===== config.mk =====
export PLATFORM = sky130hd
export DESIGN_NAME = cam_host_port
export DESIGN_NICKNAME = d
export VERILOG_FILES = /design/src/rtl/cam_host_pkg.sv /design/src/rtl/cam_cycle_decode.sv /design/src/rtl/cam_reg_file.sv /design/src/rtl/cam_read_mux.sv /design/src/rtl/cam_host_port.sv
export SDC_FILE = /design/constraint.sdc
export NUM_CORES = 1
export LEC_CHECK = 0
export BUFFER_PORTS_ARGS = -buffer_cell sky130_fd_sc_hd__buf_2
export CORE_AREA = 2 2 133 135
export CTS_CLUSTER_DIAMETER = 60
export DETAILED_ROUTE_END_ITERATION = 7
export DIE_AREA = 0 0 135 137
export PLACE_DENSITY = 0.84
export SETUP_SLACK_MARGIN = 0.1
export SLEW_MARGIN = 30
export SYNTH_ARGS = -nofsm -noshare
export SYNTH_HDL_FRONTEND = slang
export SYNTH_SLANG_ARGS = --single-unit

===== constraint.sdc =====
create_clock -name clk -period 3.4 [get_ports clk]
set_input_delay 0.51 -clock clk [delete_from_list [all_inputs] [get_ports clk]]
set_output_delay 0.51 -clock clk [all_outputs]
set_load 0.01 [all_outputs]

===== src/rtl/cam_host_pkg.sv =====
package cam_host_pkg;

    typedef enum logic [2:0] {
        CY_IDLE,
        CY_CMD_WR,
        CY_CMD_RD,
        CY_DAT_WR,
        CY_DAT_RD
    } cyc_e;

    typedef enum logic [1:0] {
        OP_INSTR,
        OP_XFER,
        OP_SEL_SRC,
        OP_SEL_DST
    } op_e;

    typedef enum logic {
        ST_IDLE,
        ST_PEND
    } st_e;

    localparam logic [3:0] OPC_XFER    = 4'hA;
    localparam logic [3:0] OPC_SEL_SRC = 4'h5;
    localparam logic [3:0] OPC_SEL_DST = 4'h6;

    localparam logic [2:0] RS_ADDR   = 3'd0;
    localparam logic [2:0] RS_CTRL   = 3'd1;
    localparam logic [2:0] RS_PAGE   = 3'd2;
    localparam logic [2:0] RS_SEG    = 3'd3;
    localparam logic [2:0] RS_DEVSEL = 3'd4;
    localparam logic [2:0] RS_SRC_RB = 3'd5;
    localparam logic [2:0] RS_DST_RB = 3'd6;

    localparam logic [2:0] TG_CMP       = 3'd0;
    localparam logic [2:0] TG_MK1       = 3'd1;
    localparam logic [2:0] TG_MK2       = 3'd2;
    localparam logic [2:0] TG_ARR_ADDR  = 3'd3;
    localparam logic [2:0] TG_ARR_FREE  = 3'd4;
    localparam logic [2:0] TG_ARR_MATCH = 3'd5;

    localparam int NUM_CREGS = 5;
    localparam int NUM_DREGS = 3;

    function automatic logic [1:0] arr_mode_of(input logic [2:0] code);
        case (code)
            TG_ARR_ADDR: return 2'd0;
            TG_ARR_FREE: return 2'd1;
            default:     return 2'd2;
        endcase
    endfunction

endpackage


===== src/rtl/cam_cycle_decode.sv =====
module cam_cycle_decode
    import cam_host_pkg::*;
#(
    parameter int REG_W = 16
) (
    input  logic             en_n,
    input  logic             cmd_n,
    input  logic             wr_n,
    input  logic [7:0]       hdr,
    input  logic [REG_W-1:0] devsel,
    input  logic [REG_W-1:0] page,
    output cyc_e             cyc,
    output op_e              op,
    output logic             xfer_dir,
    output logic [2:0]       xfer_sel,
    output logic             wr_ok,
    output logic             rd_ok
);

    logic bcast;
    logic match;

    always_comb begin
        bcast = &devsel;
        match = (devsel == page);
        wr_ok = match | bcast;
        rd_ok = match & ~bcast;
    end

    always_comb begin
        if (en_n) begin
            cyc = CY_IDLE;
        end else begin
            unique case ({cmd_n, wr_n})
                2'b00:   cyc = CY_CMD_WR;
                2'b01:   cyc = CY_CMD_RD;
                2'b10:   cyc = CY_DAT_WR;
                default: cyc = CY_DAT_RD;
            endcase
        end
    end

    always_comb begin
        case (hdr[7:4])
            OPC_XFER:    op = OP_XFER;
            OPC_SEL_SRC: op = OP_SEL_SRC;
            OPC_SEL_DST: op = OP_SEL_DST;
            default:     op = OP_INSTR;
        endcase
        xfer_dir = hdr[3];
        xfer_sel = hdr[2:0];
    end

endmodule


===== src/rtl/cam_reg_file.sv =====
module cam_reg_file
    import cam_host_pkg::*;
#(
    parameter int REG_W  = 16,
    parameter int DATA_W = 32
) (
    input  logic                               clk,
    input  logic                               rst_n,
    input  logic                               ld_en,
    input  logic [2:0]                         ld_sel,
    input  logic [REG_W-1:0]                   ld_val,
    input  logic                               sel_src_en,
    input  logic                               sel_dst_en,
    input  logic [2:0]                         tgt_code,
    input  logic                               dat_en,
    input  logic [DATA_W-1:0]                  dat_val,
    output logic [NUM_CREGS-1:0][REG_W-1:0]    cregs,
    output logic [NUM_DREGS-1:0][DATA_W-1:0]   dregs,
    output logic [2:0]                         src_code,
    output logic [2:0]                         dst_code
);

    logic src_valid;
    logic dst_valid;

    always_comb begin
        dst_valid = (tgt_code <= TG_ARR_MATCH);
        src_valid = dst_valid && (tgt_code != TG_ARR_FREE);
    end

    for (genvar i = 0; i < NUM_CREGS; i++) begin : g_creg
        always_ff @(posedge clk) begin
            if (!rst_n) begin
                cregs[i] <= '0;
            end else if (ld_en && ld_sel == 3'(i)) begin
                cregs[i] <= ld_val;
            end
        end
    end

    for (genvar j = 0; j < NUM_DREGS; j++) begin : g_dreg
        always_ff @(posedge clk) begin
            if (!rst_n) begin
                dregs[j] <= '0;
            end else if (dat_en && dst_code == 3'(j)) begin
                dregs[j] <= dat_val;
            end
        end
    end

    always_ff @(posedge clk) begin
        if (!rst_n) begin
            src_code <= TG_CMP;
            dst_code <= TG_CMP;
        end else begin
            if (sel_src_en && src_valid) src_code <= tgt_code;
            if (sel_dst_en && dst_valid) dst_code <= tgt_code;
        end
    end

endmodule


===== src/rtl/cam_read_mux.sv =====
module cam_read_mux
    import cam_host_pkg::*;
#(
    parameter int         REG_W  = 16,
    parameter int         DATA_W = 32,
    parameter logic [7:0] DEV_ID = 8'h3C
) (
    input  cyc_e                              cyc,
    input  logic                              pend,
    input  logic [2:0]                        pend_sel,
    input  logic [NUM_CREGS-1:0][REG_W-1:0]   cregs,
    input  logic [NUM_DREGS-1:0][DATA_W-1:0]  dregs,
    input  logic [2:0]                        src_code,
    input  logic [2:0]                        dst_code,
    input  logic [DATA_W-1:0]                 status,
    input  logic [DATA_W-1:0]                 arr_rdata,
    output logic [DATA_W-1:0]                 rdata
);

    localparam int HI_W = DATA_W - REG_W;

    logic [HI_W-1:0]  st_hi;
    logic [REG_W-1:0] lo;

    always_comb begin
        st_hi = status[DATA_W-1:REG_W];
        lo    = '0;
        rdata = '0;
        unique case (pend_sel)
            RS_ADDR:   lo = cregs[0];
            RS_CTRL:   lo = cregs[1];
            RS_PAGE:   lo = cregs[2];
            RS_SEG:    lo = cregs[3];
            RS_DEVSEL: lo = cregs[4];
            RS_SRC_RB: lo = REG_W'({DEV_ID, 5'b0, src_code});
            RS_DST_RB: lo = REG_W'({8'h00, 5'b0, dst_code});
            default:   lo = '0;
        endcase
        if (cyc == CY_CMD_RD) begin
            if (!pend) begin
                rdata = status;
            end else if (pend_sel == RS_PAGE) begin
                rdata = {{HI_W{1'b0}}, lo};
            end else begin
                rdata = {st_hi, lo};
            end
        end else if (cyc == CY_DAT_RD) begin
            if (src_code == TG_CMP)      rdata = dregs[0];
            else if (src_code == TG_MK1) rdata = dregs[1];
            else if (src_code == TG_MK2) rdata = dregs[2];
            else                         rdata = arr_rdata;
        end
    end

endmodule


===== src/rtl/cam_host_port.sv =====
module cam_host_port
    import cam_host_pkg::*;
#(
    parameter int         DATA_W = 32,
    parameter int         REG_W  = 16,
    parameter logic [7:0] DEV_ID = 8'h3C
) (
    input  logic              clk,
    input  logic              rst_n,
    input  logic              en_n,
    input  logic              cmd_n,
    input  logic              wr_n,
    input  logic [DATA_W-1:0] dq_in,
    input  logic [DATA_W-1:0] status_in,
    input  logic [DATA_W-1:0] arr_rdata,
    output logic [DATA_W-1:0] dq_out,
    output logic              dq_oe,
    output logic              instr_valid,
    output logic [DATA_W-1:0] instr_code,
    output logic              arr_wr_req,
    output logic              arr_rd_req,
    output logic [1:0]        arr_mode,
    output logic [REG_W-1:0]  arr_addr
);

    cyc_e       cyc;
    op_e        op;
    logic       xfer_dir;
    logic [2:0] xfer_sel;
    logic       wr_ok;
    logic       rd_ok;

    st_e        state_q;
    st_e        state_d;
    logic [2:0] pend_sel_q;
    logic       rd_arm;
    logic       rd_pend;

    logic       ld_en;
    logic       sel_src_en;
    logic       sel_dst_en;
    logic       dat_en;

    logic [NUM_CREGS-1:0][REG_W-1:0]  cregs;
    logic [NUM_DREGS-1:0][DATA_W-1:0] dregs;
    logic [2:0]                       src_code;
    logic [2:0]                       dst_code;
    logic [DATA_W-1:0]                rdata;
    logic [REG_W-1:0]                 devsel_w;
    logic [REG_W-1:0]                 page_w;

    assign devsel_w = cregs[RS_DEVSEL];
    assign page_w   = cregs[RS_PAGE];
    assign arr_addr = cregs[RS_ADDR];
    assign rd_pend  = (state_q == ST_PEND);

    cam_cycle_decode #(.REG_W(REG_W)) u_dec (
        .en_n     (en_n),
        .cmd_n    (cmd_n),
        .wr_n     (wr_n),
        .hdr      (dq_in[DATA_W-1:DATA_W-8]),
        .devsel   (devsel_w),
        .page     (page_w),
        .cyc      (cyc),
        .op       (op),
        .xfer_dir (xfer_dir),
        .xfer_sel (xfer_sel),
        .wr_ok    (wr_ok),
        .rd_ok    (rd_ok)
    );

    // state register
    always_ff @(posedge clk) begin
        if (!rst_n) begin
            state_q    <= ST_IDLE;
            pend_sel_q <= '0;
        end else begin
            state_q <= state_d;
            if (rd_arm) pend_sel_q <= xfer_sel;
        end
    end

    // next state: ARM, RE_ARM, CONSUME_OR_DROP
    always_comb begin
        rd_arm = (cyc == CY_CMD_WR) && wr_ok && (op == OP_XFER) && !xfer_dir;
        unique case (state_q)
            ST_IDLE: state_d = rd_arm ? ST_PEND : ST_IDLE;
            ST_PEND: state_d = rd_arm ? ST_PEND : ST_IDLE;
            default: state_d = ST_IDLE;
        endcase
    end

    // outputs and strobes
    always_comb begin
        ld_en       = (cyc == CY_CMD_WR) && (op == OP_XFER) && xfer_dir
                      && (xfer_sel <= RS_DEVSEL)
                      && (wr_ok || xfer_sel == RS_DEVSEL);
        sel_src_en  = (cyc == CY_CMD_WR) && wr_ok && (op == OP_SEL_SRC);
        sel_dst_en  = (cyc == CY_CMD_WR) && wr_ok && (op == OP_SEL_DST);
        instr_valid = (cyc == CY_CMD_WR) && wr_ok && (op == OP_INSTR);
        instr_code  = dq_in;
        dat_en      = (cyc == CY_DAT_WR) && wr_ok && (dst_code < TG_ARR_ADDR);
        arr_wr_req  = (cyc == CY_DAT_WR) && wr_ok && (dst_code >= TG_ARR_ADDR);
        arr_rd_req  = (cyc == CY_DAT_RD) && rd_ok && (src_code >= TG_ARR_ADDR);
        arr_mode    = arr_wr_req ? arr_mode_of(dst_code) : arr_mode_of(src_code);
        dq_oe       = ((cyc == CY_CMD_RD) || (cyc == CY_DAT_RD)) && rd_ok;
        dq_out      = dq_oe ? rdata : '0;
    end

    cam_reg_file #(.REG_W(REG_W), .DATA_W(DATA_W)) u_regs (
        .clk        (clk),
        .rst_n      (rst_n),
        .ld_en      (ld_en),
        .ld_sel     (xfer_sel),
        .ld_val     (dq_in[REG_W-1:0]),
        .sel_src_en (sel_src_en),
        .sel_dst_en (sel_dst_en),
        .tgt_code   (dq_in[2:0]),
        .dat_en     (dat_en),
        .dat_val    (dq_in),
        .cregs      (cregs),
        .dregs      (dregs),
        .src_code   (src_code),
        .dst_code   (dst_code)
    );

    cam_read_mux #(.REG_W(REG_W), .DATA_W(DATA_W), .DEV_ID(DEV_ID)) u_rmux (
        .cyc       (cyc),
        .pend      (rd_pend),
        .pend_sel  (pend_sel_q),
        .cregs     (cregs),
        .dregs     (dregs),
        .src_code  (src_code),
        .dst_code  (dst_code),
        .status    (status_in),
        .arr_rdata (arr_rdata),
        .rdata     (rdata)
    );

endmodule


**Yosys cells after proc, flatten, opt, wreduce, memory -nomap -nowiden**

Index checks and enable logic that the tools add are counted.

- Mux-type cells: 16
- Eq/ne operators: 32
- $lt $le $gt $ge: 5
- Reduce and logical (&&, ||, !) cells: 37
- Bitwise logic cells: 3

Operators by type and width:

| kind | count |
|---|---|
| two-way mux 32 bit | 8 |
| one-hot mux 16 bit (7 select lines) | 1 |
| == test 3 x 2 -> 1 bit, second input constant | 10 |
| logical AND 1 bit | 27 |
| == test 3 bit, second input constant | 7 |
| == test 16 bit | 1 |
| AND reduction 16 bit | 1 |
| == test 3 x 1 -> 1 bit, second input constant | 5 |
| logical NOT 3 bit | 4 |
| one-hot mux 3 bit (3 select lines) | 1 |
| == test 4 x 3 -> 1 bit, second input constant | 2 |
| one-hot mux 2 bit (2 select lines) | 2 |
| == test 2 bit, second input constant | 3 |
| >= comparator 3 x 2 -> 1 bit, second input constant | 2 |
| less-or-equal comparator 3 bit, second input constant | 2 |
| one-hot mux 2 bit (3 select lines) | 1 |
| == test 2 x 1 -> 1 bit, second input constant | 2 |
| == test 4 bit, second input constant | 1 |
| logical NOT 2 bit | 2 |
| less-than comparator 3 x 2 -> 1 bit, second input constant | 1 |
| two-way mux 3 bit | 1 |
| inequality test 3 bit, second input constant | 1 |
| logical OR 1 bit | 2 |
| two-way mux 2 bit | 1 |
| 5 further kinds | 5 |

- Output and inout bits: 86
- Word-level logic and storage cells: 105
- Register bits after elaboration: 186
- Input bits: 101

**Logic depth before layout (Yosys ltp)**

- Depth in word-level cells: 9
- Gate-level depth with buffers: 9
- Depth with buffers taken out: 7

**Cells and area by module**

From an unflattened synthesis, not the netlist that was laid out.

- Cell total of the unflattened synthesis: 1126
- Area total of the unflattened synthesis: 9436.6 um2

Modules (own cells, without submodules):

| module | instances | cells an instance | area an instance (um2) |
|---|---|---|---|
| cam_reg_file | 1 | 674 | 6273.5 |
| cam_read_mux | 1 | 297 | 1988.2 |
| cam_host_port | 1 | 115 | 845.8 |
| cam_cycle_decode | 1 | 40 | 329.1 |

**Least setup slack after synthesis**

OpenSTA, ideal clock, no wires.

- Kind: input port to output port
- Start point: in cmd_n
- End point: out dq_out[10]
- Setup slack: 0.630 ns
- Required time: 2.890 ns
- Data arrival time: 2.260 ns
- Stages on the path: 9
- Cells stage by stage: inv_1 ha_1 nor2_1 and3_1 buf_2 nor4b_1 clkbuf_1 a22oi_1 a31oi_1

- Word-level cells in the longest chain between the ends: 7

Ends and longest elaborated chain:

| element | line | RTL |
|---|---|---|
| start: declaration | cam_host_port.sv:11 | `input logic cmd_n,` |
| == test 2 bit, or another cell as far along | cam_cycle_decode.sv:34 | `unique case ({cmd_n, wr_n})` |
| one-hot mux 3 bit (3 select lines) * | cam_cycle_decode.sv:34 |  |
| two-way mux 3 bit * | cam_cycle_decode.sv:31 | `if (en_n) begin` |
| == test 3 bit / == test 3 x 2 -> 1 bit (equally long branches) | cam_read_mux.sv:47, cam_host_port.sv:106, cam_read_mux.sv:39 |  |
| two-way mux 32 bit / logical OR 1 bit (equally long branches) | cam_read_mux.sv:47, cam_host_port.sv:106 |  |
| two-way mux 32 bit / logical AND 1 bit (equally long branches) | cam_read_mux.sv:39, cam_host_port.sv:106 |  |
| two-way mux 32 bit * | cam_host_port.sv:107 | `dq_out = dq_oe ? rdata : '0;` |
| end: declaration | cam_host_port.sv:16 | `output logic [DATA_W-1:0] dq_out,` |

Every way passes the cells marked *; elsewhere a longest branch is shown, timed or not.

**Worst setup path in the final report**

- Start point: in cmd_n
- End point: out dq_out[3]

Same word-level chain as after synthesis.

==> out/summary.txt <==
Fin crit period: 3.177 ns
Global route hottest layer: met2
Number of fillers in the final layout: 1359
Crit path from: cmd_n
Layout cells sized above 1: 22.42%
Leak pwr: 5.462 nW
Startpoint Class: input port
Hold Violations, Final: 0
Initial core utilization: 58.66%
Site Rows: 48
Hold slack: 0.3523 ns
Worst-path clk slew: 0.07 ns
CTS H-Tree Depth: 4
Yosys Warn Count: 0
Met2 Resource Use GR: 51.89%
Max VDD drop: 380.8 uV
Critical path depth: 9
Worst-Margin Slew: 0.7889 ns
Final Max Slew Viols: 0
CTS max path bufs: 2
Setup crit end: dq_out[3]
Seq. cell area: 3727 sq um
Largest net degree at the start of global routing: 147
Nets: 1342
Asr flop ratio synth: 0%
Flop2flop setup slack: 0.93 ns
CTS Buf Count: 17
Io pins: 187
Primary FF master, synth: dfxtp_1
WL final: 28110 microns
Yosys top cell area share: 37.21%
Cell depth of the worst hold path: 3
Library cells used by synthesis: 61
Class of the worst hold path: in2reg
Antenna Nets Post-Route: 0
Max frequency: 0.3147 GHz
Footprint of the multi-input gates: 5510 sq um
Die width: 135 microns
Most frequent CP cell: buf_2
Diode count: 0
Post-synth EDFFs: 0
Core area: 17060 sq um
Post-synthesis instance total: 1137
Routed WL per cell: 19.07 microns
Grt met3 use: 5.296%
Syn Std Cell Area: 10010 sq um
Initial antenna violation count: 0
CP required: 2.89 ns
First-pass detailed-route iteration total: 6
GRT Residual Overflow: 0
CP endpoint kind: primary output
Power Dens Cells: 392.8 nW/um^2
Die Span Y: 137 microns
Count of max-cap constraint violations: 0
Setup Fix Bufs, Post-CTS: 0
Reg-to-Reg End: u_regs.dregs[71]$_SDFFE_PN0P_
CP bufs+invs: 3
Critical Path AT: 2.67 ns
Synthesized flop and latch total: 186
Area delta synth->final: 13.49%
DIE AREA: 18500 sq um
Run status: complete, no violations
CTS tree: built
Vias: 8897
Largest stage delay on the critical path: 0.53 ns
Cells along the critical path: buf_2 -> inv_1 -> ha_1 -> nor2_1 -> and3_1 -> o31a_1 -> o211ai_1 -> a31oi_1 -> buf_2
Syn Area/Cell: 8.800 sq um
Synth area leaders: dfxtp_1 (37%), mux2i_1 (22%), nand2_1 (8.9%)
Largest driver fanout on the critical path: 9
Slowest CP cell: o31a_1
Placer congestion estimate: 0.8869
Unrepaired setup endpoints after global routing: no
Cells after DPL: 1444
GRT Overall Usage: 30.21%
FF-to-FF Start: u_regs.cregs[66]$_SDFFE_PN0P_
Synth area leader: dfxtp_1
Final routed DRC violation total: 0
Setup TNS: 0 ns
Part of the Yosys area used for sequential elements: 37.21%
Final setup fails: 0
Via density: 6.036
Clock sink count: 186
Skew-Pair Late Insertion Delay: 0.43 ns
DR iter-0 viols: 687
Slew headroom: 47.17%
Global-route wire length before repair: 43770 microns
Post-route insts no fill: 1474
Cells on worst reg2reg path: 8
Vias in the first global route: 8525
Grt met1 use: 36.94%
Synth Net Count: 1241
Worst Skew: 0.008113 ns
Root buffer cell: clkbuf_16
Final period util: 93.45%
Port Buf Inserts: 186
CP top delay family: compound AO/OA/AOI/OAI gates
Post-DP HPWL: 19270 microns
Critical path class: in2out
[area by class of cell]
cell class,count,share of cell area [%]
Tap cell,225,2.479
Clock inverter,8,0.8594
Multi-Input combinational cell,794,48.52
Timing Repair Buffer,219,10.65
Inverter,20,0.6611
Clock buffer,22,4.000
Sequential cell,186,32.82
[repair_timing]
| item | in CTS | in global routing |
|---|---|---|
| endpoints found under the setup margin | 0 | 1 |
| hold buffers | 0 | 0 |
| resized for setup | 0 | 1 |
[worst min-delay path by stage]
stage | slack, ns | start | end
6_report | 0.35 | dq_in[4] | u_regs.cregs[68]$_SDFFE_PN0P_
5_1_grt | 0.37 | dq_in[3] | u_regs.cregs[67]$_SDFFE_PN0P_
4_1_cts | 0.35 | dq_in[8] | u_regs.cregs[72]$_SDFFE_PN0P_
3_5_place_dp | 0.45 | u_regs.dregs[93]$_SDFFE_PN0P_ | u_regs.dregs[93]$_SDFFE_PN0P_
3_3_place_gp | 0.44 | u_regs.cregs[19]$_SDFFE_PN0P_ | u_regs.cregs[19]$_SDFFE_PN0P_
2_1_floorplan | 0.43 | u_regs.dregs[1]$_SDFFE_PN0P_ | u_regs.dregs[1]$_SDFFE_PN0P_
[registers in the layout (all words and copies together), names as in the netlist]
| name | flops |
|---|---|
| u_regs.src_code | 3 |
| u_regs.dregs | 96 |
| u_regs.cregs | 80 |
| u_regs.dst_code | 3 |
| pend_sel_q | 3 |
| rd_pend | 1 |
[Yosys cell counts (3+ instances only)]
cell type  number
o211ai_1       14
a31oi_1        13
o22ai_1        14
nor2b_1         3
xnor2_1        16
clkbuf_1       55
buf_2          26
nor4b_1         4
o22a_1         16
nor2_1         56
a21oi_1        47
nor3_1          5
mux2i_1       220
o221ai_1        3
o21ai_1         3
o211a_1         4
a22oi_1        13
a2bb2oi_1       4
ha_1            3
nand3b_1        5
nand2_1       236
o21ai_0        29
nor4_1          4
nand4_1        25
mux4_2         12
inv_1          20
o21ai_2         4
a211oi_1        5
dfxtp_1       186
buf_4          51
[cell families after synthesis]
group,Yosys count,synth area share (%)
muxes,234,24.93
and+or+nand+nor,360,15.81
DFF,186,37.21
AOI/OAI and AO/OA,180,11.77
buffers and inverters,157,8.416
xor gates and xnor gates,17,1.488
adders and majority gates,3,0.3752
[worst register-to-register path: stages (launching register included)]
cell and delay, ns:
dfxtp_1 0.34, xnor2_1 0.21, nand4_1 0.14, nor4_2 0.27, buf_4 0.28, buf_4 0.37, o2111ai_4 0.14, buf_4 0.34
mux2i_1 0.23
[power breakdown]
part,internal [mW],switching (mW)
clock,1.09,0.824
sequential,2.19,0.00782
combinational,0.130,0.216
total,3.41,1.05
[layout by cell type, fill, tap and decap left out, types with 4 or more instances in the layout]
cell type,netlist,layout
a211oi_1,5,5
a21oi_1,47,46
a22oi_1,13,13
a2bb2oi_1,4,4
a31oi_1,13,13
buf_2,26,185
buf_4,51,31
clkbuf_1,55,4
clkbuf_16,0,17
dfxtp_1,186,183
inv_1,20,20
mux2i_1,220,220
mux4_2,12,12
nand2_1,236,236
nand3b_1,5,5
nand4_1,25,25
nor2_1,56,56
nor3_1,5,5
o211a_1,4,4
o211ai_1,14,14
o21ai_0,29,29
o22a_1,16,16
o22ai_1,14,14
xnor2_1,16,16
[routing by layer]
| metal | up-vias | part of all wire [%] |
|---|---|---|
| met5 | - | 0 |
| met4 | 0 | 4.0 |
| met3 | 77 | 7.5 |
| met2 | 411 | 49 |
| met1 | 4262 | 40 |
| li1 | 4147 | - |
[through the flow]
step	total power [mW]	area (sq um)	utilization, %	worst slack, ns
6_report	4.460	11360	66.58	0.2225
5_1_grt	4.590	11360	66.58	0.1182
4_1_cts	4.462	11350	66.57	0.2622
3_5_place_dp	2.589	10800	63.34	0.2763
3_3_place_gp	2.584	10800	63.29	0.3338
2_1_floorplan	2.451	10010	-	0.6295
Power figures use the tool's default switching activity.
